`config.mk`:
```
export PLATFORM = sky130hd
export DESIGN_NAME = cache_replay_top
export DESIGN_NICKNAME = d
export VERILOG_FILES = /design/src/rtl/cache_pkg.sv /design/src/rtl/cache_store.sv /design/src/rtl/cache_ctrl.sv /design/src/rtl/cache_replay_top.sv
export SDC_FILE = /design/constraint.sdc
export NUM_CORES = 2
export LEC_CHECK = 0
export BUFFER_PORTS_ARGS = -buffer_cell sky130_fd_sc_hd__buf_2
export CORE_MARGIN = 5
export CORE_UTILIZATION = 67
export CTS_CLUSTER_SIZE = 28
export DETAILED_ROUTE_END_ITERATION = 16
export PLACE_DENSITY_LB_ADDON = 0.15
export SLEW_MARGIN = 20
export SYNTH_ARGS = -nofsm -noshare
export SYNTH_HDL_FRONTEND = slang
export SYNTH_SLANG_ARGS = --single-unit
```
`constraint.sdc`:
```
create_clock -name clk -period 6.6 [get_ports clk]
set_clock_uncertainty 0.2 [all_clocks]
set_input_delay 0.99 -clock clk [delete_from_list [all_inputs] [get_ports clk]]
set_output_delay 0.99 -clock clk [all_outputs]
set_load 0.01 [all_outputs]
```
`src/rtl/cache_pkg.sv`:
```
// Shared types for the replaying cache.
// Assumes nothing beyond IEEE 1800-2017 enums.
package cache_pkg;

    // Controller phases of one CPU request.
    typedef enum logic [2:0] {
        ST_LOOKUP,  // RAM output belongs to the stage-2 request
        ST_FETCH,   // memory transaction outstanding
        ST_FILL,    // registered write strobe updates the line
        ST_REPLAY,  // RAM re-reads the stage-2 index
        ST_DONE     // write or uncached read retires
    } cache_state_t;

endpackage

```
`src/rtl/cache_store.sv`:
```
// Line storage: data, tag and valid arrays with a registered read port.
// Assumes read-first behaviour: a read and a write to the same index in one
// cycle return the old contents. Valid bits are flops so reset clears them.
module cache_store #(
    parameter int IDX_W  = 6,
    parameter int TAG_W  = 6,
    parameter int DATA_W = 32
) (
    input  logic              clk,
    input  logic              rst_n,
    input  logic [IDX_W-1:0]  rd_idx,
    input  logic              wr_en,
    input  logic [IDX_W-1:0]  wr_idx,
    input  logic [TAG_W-1:0]  wr_tag,
    input  logic [DATA_W-1:0] wr_data,
    output logic              rd_valid,
    output logic [TAG_W-1:0]  rd_tag,
    output logic [DATA_W-1:0] rd_data
);
    localparam int LINES = 1 << IDX_W;

    logic [LINES-1:0]  valid_bits;
    logic [TAG_W-1:0]  tag_ram  [LINES];
    logic [DATA_W-1:0] data_ram [LINES];

    // Valid bits: cleared by reset, set by each fill.
    always_ff @(posedge clk) begin
        if (!rst_n) begin
            valid_bits <= '0;
            rd_valid   <= 1'b0;
        end else begin
            if (wr_en) valid_bits[wr_idx] <= 1'b1;
            rd_valid <= valid_bits[rd_idx];
        end
    end

    // Tag and data arrays: synchronous write, registered read-first output.
    always_ff @(posedge clk) begin
        if (wr_en) begin
            tag_ram[wr_idx]  <= wr_tag;
            data_ram[wr_idx] <= wr_data;
        end
        rd_tag  <= tag_ram[rd_idx];
        rd_data <= data_ram[rd_idx];
    end

endmodule

```
`src/rtl/cache_ctrl.sv`:
```
// Stage-2 request register, hit compare, miss state machine and the replay
// multiplexer on the RAM read address. Assumes the store returns data for
// the index presented one edge earlier, and that mem_ack is a one-cycle
// strobe carrying mem_rdata. Address MSB selects the uncached region.
module cache_ctrl
    import cache_pkg::*;
#(
    parameter int ADDR_W = 12,
    parameter int DATA_W = 32,
    parameter int IDX_W  = 6
) (
    input  logic              clk,
    input  logic              rst_n,
    input  logic              cpu_req,
    input  logic              cpu_we,
    input  logic [ADDR_W-1:0] cpu_addr,
    input  logic [DATA_W-1:0] cpu_wdata,
    output logic [DATA_W-1:0] cpu_rdata,
    output logic              cpu_rvalid,
    output logic              cpu_stall,
    output logic              mem_req,
    output logic              mem_we,
    output logic [ADDR_W-1:0] mem_addr,
    output logic [DATA_W-1:0] mem_wdata,
    input  logic              mem_ack,
    input  logic [DATA_W-1:0] mem_rdata,
    output logic [IDX_W-1:0]  ram_idx,
    input  logic              rd_valid,
    input  logic [ADDR_W-IDX_W-1:0] rd_tag,
    input  logic [DATA_W-1:0] rd_data,
    output logic              wr_en,
    output logic [IDX_W-1:0]  wr_idx,
    output logic [ADDR_W-IDX_W-1:0] wr_tag,
    output logic [DATA_W-1:0] wr_data
);
    localparam int TAG_W = ADDR_W - IDX_W;

    cache_state_t      state;
    logic              s2_valid, s2_we, s2_whit, wr_en_q;
    logic [ADDR_W-1:0] s2_addr;
    logic [DATA_W-1:0] s2_wdata, fill_data;
    logic              s2_uncached, tag_match, read_hit, done, accept;
    logic [TAG_W-1:0]  s2_tag;
    logic [IDX_W-1:0]  s2_idx;

    // Field split of the stage-2 address.
    assign s2_uncached = s2_addr[ADDR_W-1];
    assign s2_tag      = s2_addr[ADDR_W-1:IDX_W];
    assign s2_idx      = s2_addr[IDX_W-1:0];

    // Hit compare on the registered RAM output.
    assign tag_match = rd_valid && (rd_tag == s2_tag);
    assign read_hit  = (state == ST_LOOKUP) && !s2_we && !s2_uncached && tag_match;

    // Retirement, stall and acceptance of the next request.
    assign done       = s2_valid && (read_hit || state == ST_DONE);
    assign cpu_stall  = s2_valid && !done;
    assign cpu_rvalid = done && !s2_we;
    assign accept     = cpu_req && !cpu_stall;

    // Read data mux: cache line, or the word fetched from the uncached region.
    assign cpu_rdata = (state == ST_DONE) ? fill_data : rd_data;

    // Replay mux: during a stall the RAM re-reads the stalled request's line.
    assign ram_idx = cpu_stall ? s2_idx : cpu_addr[IDX_W-1:0];

    // Memory port driven straight from the held stage-2 request.
    assign mem_req   = (state == ST_FETCH);
    assign mem_we    = s2_we;
    assign mem_addr  = s2_addr;
    assign mem_wdata = s2_wdata;

    // Line write port.
    assign wr_en   = wr_en_q;
    assign wr_idx  = s2_idx;
    assign wr_tag  = s2_tag;
    assign wr_data = fill_data;

    // Stage-2 request register: loads on acceptance, empties on retirement.
    always_ff @(posedge clk) begin
        if (!rst_n) begin
            s2_valid <= 1'b0;
            s2_we    <= 1'b0;
            s2_addr  <= '0;
            s2_wdata <= '0;
        end else if (accept) begin
            s2_valid <= 1'b1;
            s2_we    <= cpu_we;
            s2_addr  <= cpu_addr;
            s2_wdata <= cpu_wdata;
        end else if (done) begin
            s2_valid <= 1'b0;
        end
    end

    // Miss sequencing with a registered line write strobe.
    always_ff @(posedge clk) begin
        if (!rst_n) begin
            state     <= ST_LOOKUP;
            s2_whit   <= 1'b0;
            wr_en_q   <= 1'b0;
            fill_data <= '0;
        end else begin
            unique case (state)
                ST_LOOKUP: if (s2_valid && !done) begin
                    s2_whit <= tag_match && !s2_uncached;
                    state   <= ST_FETCH;
                end
                ST_FETCH: if (mem_ack) begin
                    fill_data <= s2_we ? s2_wdata : mem_rdata;
                    if (s2_we ? s2_whit : !s2_uncached) begin
                        wr_en_q <= 1'b1;
                        state   <= ST_FILL;
                    end else begin
                        state <= ST_DONE;
                    end
                end
                ST_FILL: begin
                    wr_en_q <= 1'b0;
                    state   <= s2_we ? ST_DONE : ST_REPLAY;
                end
                ST_REPLAY: state <= ST_LOOKUP;
                ST_DONE:   state <= ST_LOOKUP;
                default:   state <= ST_LOOKUP;
            endcase
        end
    end

    AST_REQ_HELD: assert property (@(posedge clk) disable iff (!rst_n)
        mem_req && !mem_ack |=> mem_req && $stable(mem_addr) && $stable(mem_we) && $stable(mem_wdata));
    AST_FILL_AFTER_ACK: assert property (@(posedge clk) disable iff (!rst_n)
        wr_en |-> $past(mem_ack));
    AST_SINGLE_FILL: assert property (@(posedge clk) disable iff (!rst_n)
        wr_en |=> !wr_en);
    AST_STALL_DURING_MEM: assert property (@(posedge clk) disable iff (!rst_n)
        mem_req |-> cpu_stall);
    AST_HOLD_WHILE_STALLED: assert property (@(posedge clk) disable iff (!rst_n)
        cpu_stall |=> $stable(s2_addr));
    AST_UNCACHED_NO_FILL: assert property (@(posedge clk) disable iff (!rst_n)
        wr_en |-> !s2_addr[ADDR_W-1]);

endmodule

```
`src/rtl/cache_replay_top.sv`:
```
// Top of the replaying direct-mapped cache: wires the controller to the
// line store. Assumes word addressing and a single-word memory port.
module cache_replay_top #(
    parameter int ADDR_W = 12,
    parameter int DATA_W = 32,
    parameter int IDX_W  = 6
) (
    input  logic              clk,
    input  logic              rst_n,
    input  logic              cpu_req,
    input  logic              cpu_we,
    input  logic [ADDR_W-1:0] cpu_addr,
    input  logic [DATA_W-1:0] cpu_wdata,
    output logic [DATA_W-1:0] cpu_rdata,
    output logic              cpu_rvalid,
    output logic              cpu_stall,
    output logic              mem_req,
    output logic              mem_we,
    output logic [ADDR_W-1:0] mem_addr,
    output logic [DATA_W-1:0] mem_wdata,
    input  logic              mem_ack,
    input  logic [DATA_W-1:0] mem_rdata
);
    localparam int TAG_W = ADDR_W - IDX_W;

    logic [IDX_W-1:0]  ram_idx, wr_idx;
    logic              rd_valid, wr_en;
    logic [TAG_W-1:0]  rd_tag, wr_tag;
    logic [DATA_W-1:0] rd_data, wr_data;

    cache_ctrl #(.ADDR_W(ADDR_W), .DATA_W(DATA_W), .IDX_W(IDX_W)) u_ctrl (
        .clk, .rst_n,
        .cpu_req, .cpu_we, .cpu_addr, .cpu_wdata,
        .cpu_rdata, .cpu_rvalid, .cpu_stall,
        .mem_req, .mem_we, .mem_addr, .mem_wdata, .mem_ack, .mem_rdata,
        .ram_idx, .rd_valid, .rd_tag, .rd_data,
        .wr_en, .wr_idx, .wr_tag, .wr_data
    );

    cache_store #(.IDX_W(IDX_W), .TAG_W(TAG_W), .DATA_W(DATA_W)) u_store (
        .clk, .rst_n,
        .rd_idx(ram_idx), .wr_en, .wr_idx, .wr_tag, .wr_data,
        .rd_valid, .rd_tag, .rd_data
    );

endmodule

```
==> impl_metrics.csv <==
group,metric,value,unit
placement,number_of_cells_after_detailed_placement,8205,
global_routing,grt_max_degree,171,
worst_setup_path,timing.setup.critical_path_class,"reg2reg",
clock_network,worst_setup_hold_path_clk_slew,0.07,ns
yosys,synthDistinctLibCells,58,
detailed_routing,detailedRoute.firstPassIterationCount,9,
worst_setup_path,worstPathMaxFanout,98,
die,core,0.151,mm^2
yosys,synthesized_area_per_cell,16.2,um^2
timing,min_hold_slack,0.131,ns
yosys,synth.area.top_cells,"sky130_fd_sc_hd__edfxtp_1, sky130_fd_sc_hd__mux2i_1, sky130_fd_sc_hd__dfxtp_1",
yosys,synth-main-ff-cell,"sky130_fd_sc_hd__edfxtp_1",
global_routing,initial_antenna_violation_count,13,
detailed_routing,via_count,65000,
clock_network,post-cts-setup-buffer-count,0,
yosys,yosysWarnings,0,
worst_setup_path,reg2reg_setup_slack,1.22,ns
placement,portBuffers,160,
timing,finalSetupViolations,0,
yosys,async_flop_share,0,%
yosys,synthAdderAreaFrac,0,%
die,floorplan.die_area,0.160,mm^2
yosys,synth_xor_area_share,0.0431,%
timing,report.final.slew_viol_count,0,
clock_network,clock-root-buffer,"sky130_fd_sc_hd__clkbuf_16",
timing,grt_setup_unrepaired,"false",
timing,final_critical_path_share_of_the_clock_period,81.5,%
yosys,mappedNetlistNets,6372,
cells_and_area,fillCellCount,8720,
cells_and_area,flow.area_growth_from_synthesis,12.5,%
cells_and_area,seq_area,0.0768,mm^2
cells_and_area,post_route_cells_drive_above_1_share,13.8,%
clock_network,clock_latency,0.92,ns
clock_network,cts-buffers-inserted,275,
yosys,synth_enable_flop_cells,2432,
detailed_routing,wirelength,329000,um
yosys,largest_family_of_logic_cells_by_synthesized_area,"compound AO/OA/AOI/OAI gates",
die,boundaryPins,161,
min_path,min_delay_path_depth,3,
yosys,synth_compound_gate_area_share,9.96,%
clock_network,ctsHoldBuffers,0,
clock_network,cts.sink_count,2618,
run,drv_cap,0,
placement,pre_cts_ws,1.48,ns
die,starting_utilization_of_the_core_area,67.1,%
cells_and_area,layout.nets,6536,
cells_and_area,layout.cells.most_common,"sky130_fd_sc_hd__edfxtp_1",
clock_network,tritoncts,"built",
global_routing,grt_first_pass_wirelength,456000,um
global_routing,via_count_of_the_first_global_routing_pass,61600,
timing,post-route-worst-setup-slack,1.22,ns
worst_setup_path,cp-startpoint,"u_ctrl.mem_addr[8]",
clock_network,cts.htree.levels,5,
worst_setup_path,critical_path.startpoint_type,"flip-flop",
timing,hold_viol_final,0,
worst_setup_path,worst_setup_path_end_kind,"flip-flop",
yosys,synth_top_area_share,71.9,%
worst_setup_path,worst_ep_required_time,7.23,ns
global_routing,groute.usage.overall,40.9,%
clock_network,max-clock-path-buffers,4,
cells_and_area,multi_input_area,0.0235,mm^2
timing,totalNegativeSetupSlack,0,ns
global_routing,grt.overflow.total,0,
timing,min_period,5.38,ns
yosys,synthesis.instances,6291,
run_status,result_of_the_run,"completed",
yosys,netlist_area_before_placement,0.102,mm^2
die,row_count,143,
yosys,synth_top_cell_by_area,"sky130_fd_sc_hd__edfxtp_1",
detailed_routing,drt-vias-per-instance,7.48,
clock_network,cts_resized,0,
worst_setup_path,worstReg2RegStart,"u_ctrl.mem_addr[8]",
yosys,synth_simple_gate_area_share,6.16,%
yosys,mux_contribution_to_synthesized_area,6.23,%
detailed_routing,remaining_drc_errors,0,
die,chipHeight,399,um
worst_setup_path,arrival,6.01,ns
cells_and_area,layout_common_cells,"sky130_fd_sc_hd__edfxtp_1, sky130_fd_sc_hd__mux2i_1, sky130_fd_sc_hd__and3_1, sky130_fd_sc_hd__a211oi_1, sky130_fd_sc_hd__nand2_1",
detailed_routing,detail-route-antenna-nets,0,
power_and_ir_drop,power.leakage,40.7,nW
placement,place.gp.congestion,0.910,
worst_setup_path,ff2ff_path_depth,10,
power_and_ir_drop,ir_drop,0.298,mV
min_path,hold_path.class,"in2reg",
die,die_width,399,um
min_path,worst_hold_startpoint,"cpu_addr[6]",
worst_setup_path,reg2reg_to,"u_store.rd_data[2]",
detailed_routing,drt_iter0_markers,12000,
power_and_ir_drop,power_density,314,mW/mm^2
power_and_ir_drop,power.total,35.9,mW
yosys,yosys_register_bits,2618,
timing,max_freq,186,MHz
timing,worstMarginPinSlew,1.28,ns
placement,dp.final_hpwl,174000,um
detailed_routing,wl_per_cell,37.8,um
min_path,min_delay_worst_endpoint,"u_ctrl.mem_addr[6]",
cells_and_area,final-instance-count-excl-fill,8689,
timing,worst_slew_margin_rel,14.6,%
yosys,share_of_synthesized_area_occupied_by_flip_flops_and_latches,75.5,%
[state kept, by name, summed over array words and instances (netlist names)]
register,flops
u_ctrl.wr_data,32
u_store.rd_data,32
u_store.tag_ram,384
u_ctrl.s2_valid,1
u_ctrl.mem_we,1
u_store.valid_bits,64
u_store.data_ram,2048
u_store.rd_tag,6
u_ctrl.wr_en,1
u_store.rd_valid,1
u_ctrl.mem_addr,12
u_ctrl.mem_wdata,32
u_ctrl.s2_whit,1
u_ctrl.state,3
[layout make-up]
cell class	count	area share [%]
Timing Repair Buffer	378	2.65
Sequential cell	2618	67.2
Inverter	6	0.0197
Tap cell	2030	2.22
Antenna cell	11	0.0241
Clock buffer	364	6.51
Clock inverter	106	0.825
Multi-Input combinational cell	3176	20.5
[kinds of logic after synthesis]
kind of cell    Yosys count
compound gates         1308
buf+inv                 497
flops                  2618
simple gates           1236
xor+xnor                  5
mux                     627
[routing by layer]
metal	up-vias	routed length, um	global-route usage (%)
met5	-	51	0
met4	8	24800	24.9
met3	1283	51600	14.7
met2	5868	143000	59.4
met1	32100	109000	53.4
li1	25800	-	-
[report_power, final]
part	internal [mW]	switching, mW	total [mW]
sequential	18.3	0.163	18.4
combinational	0.827	1.94	2.76
clock	8.57	6.08	14.6
[worst max path at each step]
stage | end | cells after the start | slack [ns]
floorplan | u_store.rd_data[3] | 11 | 2.43
global placement | u_store.rd_data[2] | 10 | 1.31
detailed placement | u_store.rd_data[20] | 9 | 1.48
CTS | u_store.rd_data[15] | 9 | 1.42
global route | u_store.rd_data[2] | 10 | 1.20
finish | u_store.rd_data[2] | 10 | 1.22
[critical path, stage by stage, from the launching register on]
cell and delay, ns:
sky130_fd_sc_hd__dfxtp_2 0.32, sky130_fd_sc_hd__buf_4 0.48, sky130_fd_sc_hd__xor2_1 0.20, sky130_fd_sc_hd__or4_1 0.56, sky130_fd_sc_hd__o21ai_4 0.40, sky130_fd_sc_hd__buf_4 0.52
sky130_fd_sc_hd__mux2_8 0.59, sky130_fd_sc_hd__buf_12 0.33, sky130_fd_sc_hd__a2111oi_1 1.01, sky130_fd_sc_hd__a22oi_1 0.20, sky130_fd_sc_hd__nand4_1 0.15
[through the flow]
| stage | utilization, % | area, um^2 |
|---|---|---|
| 2_1_floorplan | - | 102000 |
| 3_3_place_gp | 69.8 | 106000 |
| 3_5_place_dp | 69.9 | 106000 |
| 4_1_cts | 75.4 | 114000 |
| 5_1_grt | 75.5 | 114000 |
| 6_report | 75.5 | 114000 |
[synthesized netlist by cell type (all sizes together), types with 46 or more instances]
cell     count
nor2        81
o21ai       54
dfxtp      186
nand4       47
a222oi     129
edfxtp    2432
a22oi      135
a2111oi    150
a21boi      46
o21a        67
nand3       94
nand2      466
and3       493
a31oi      147
buf        170
clkbuf     321
a211oi     493
mux2i      584
(Power assumes the default switching activity.)
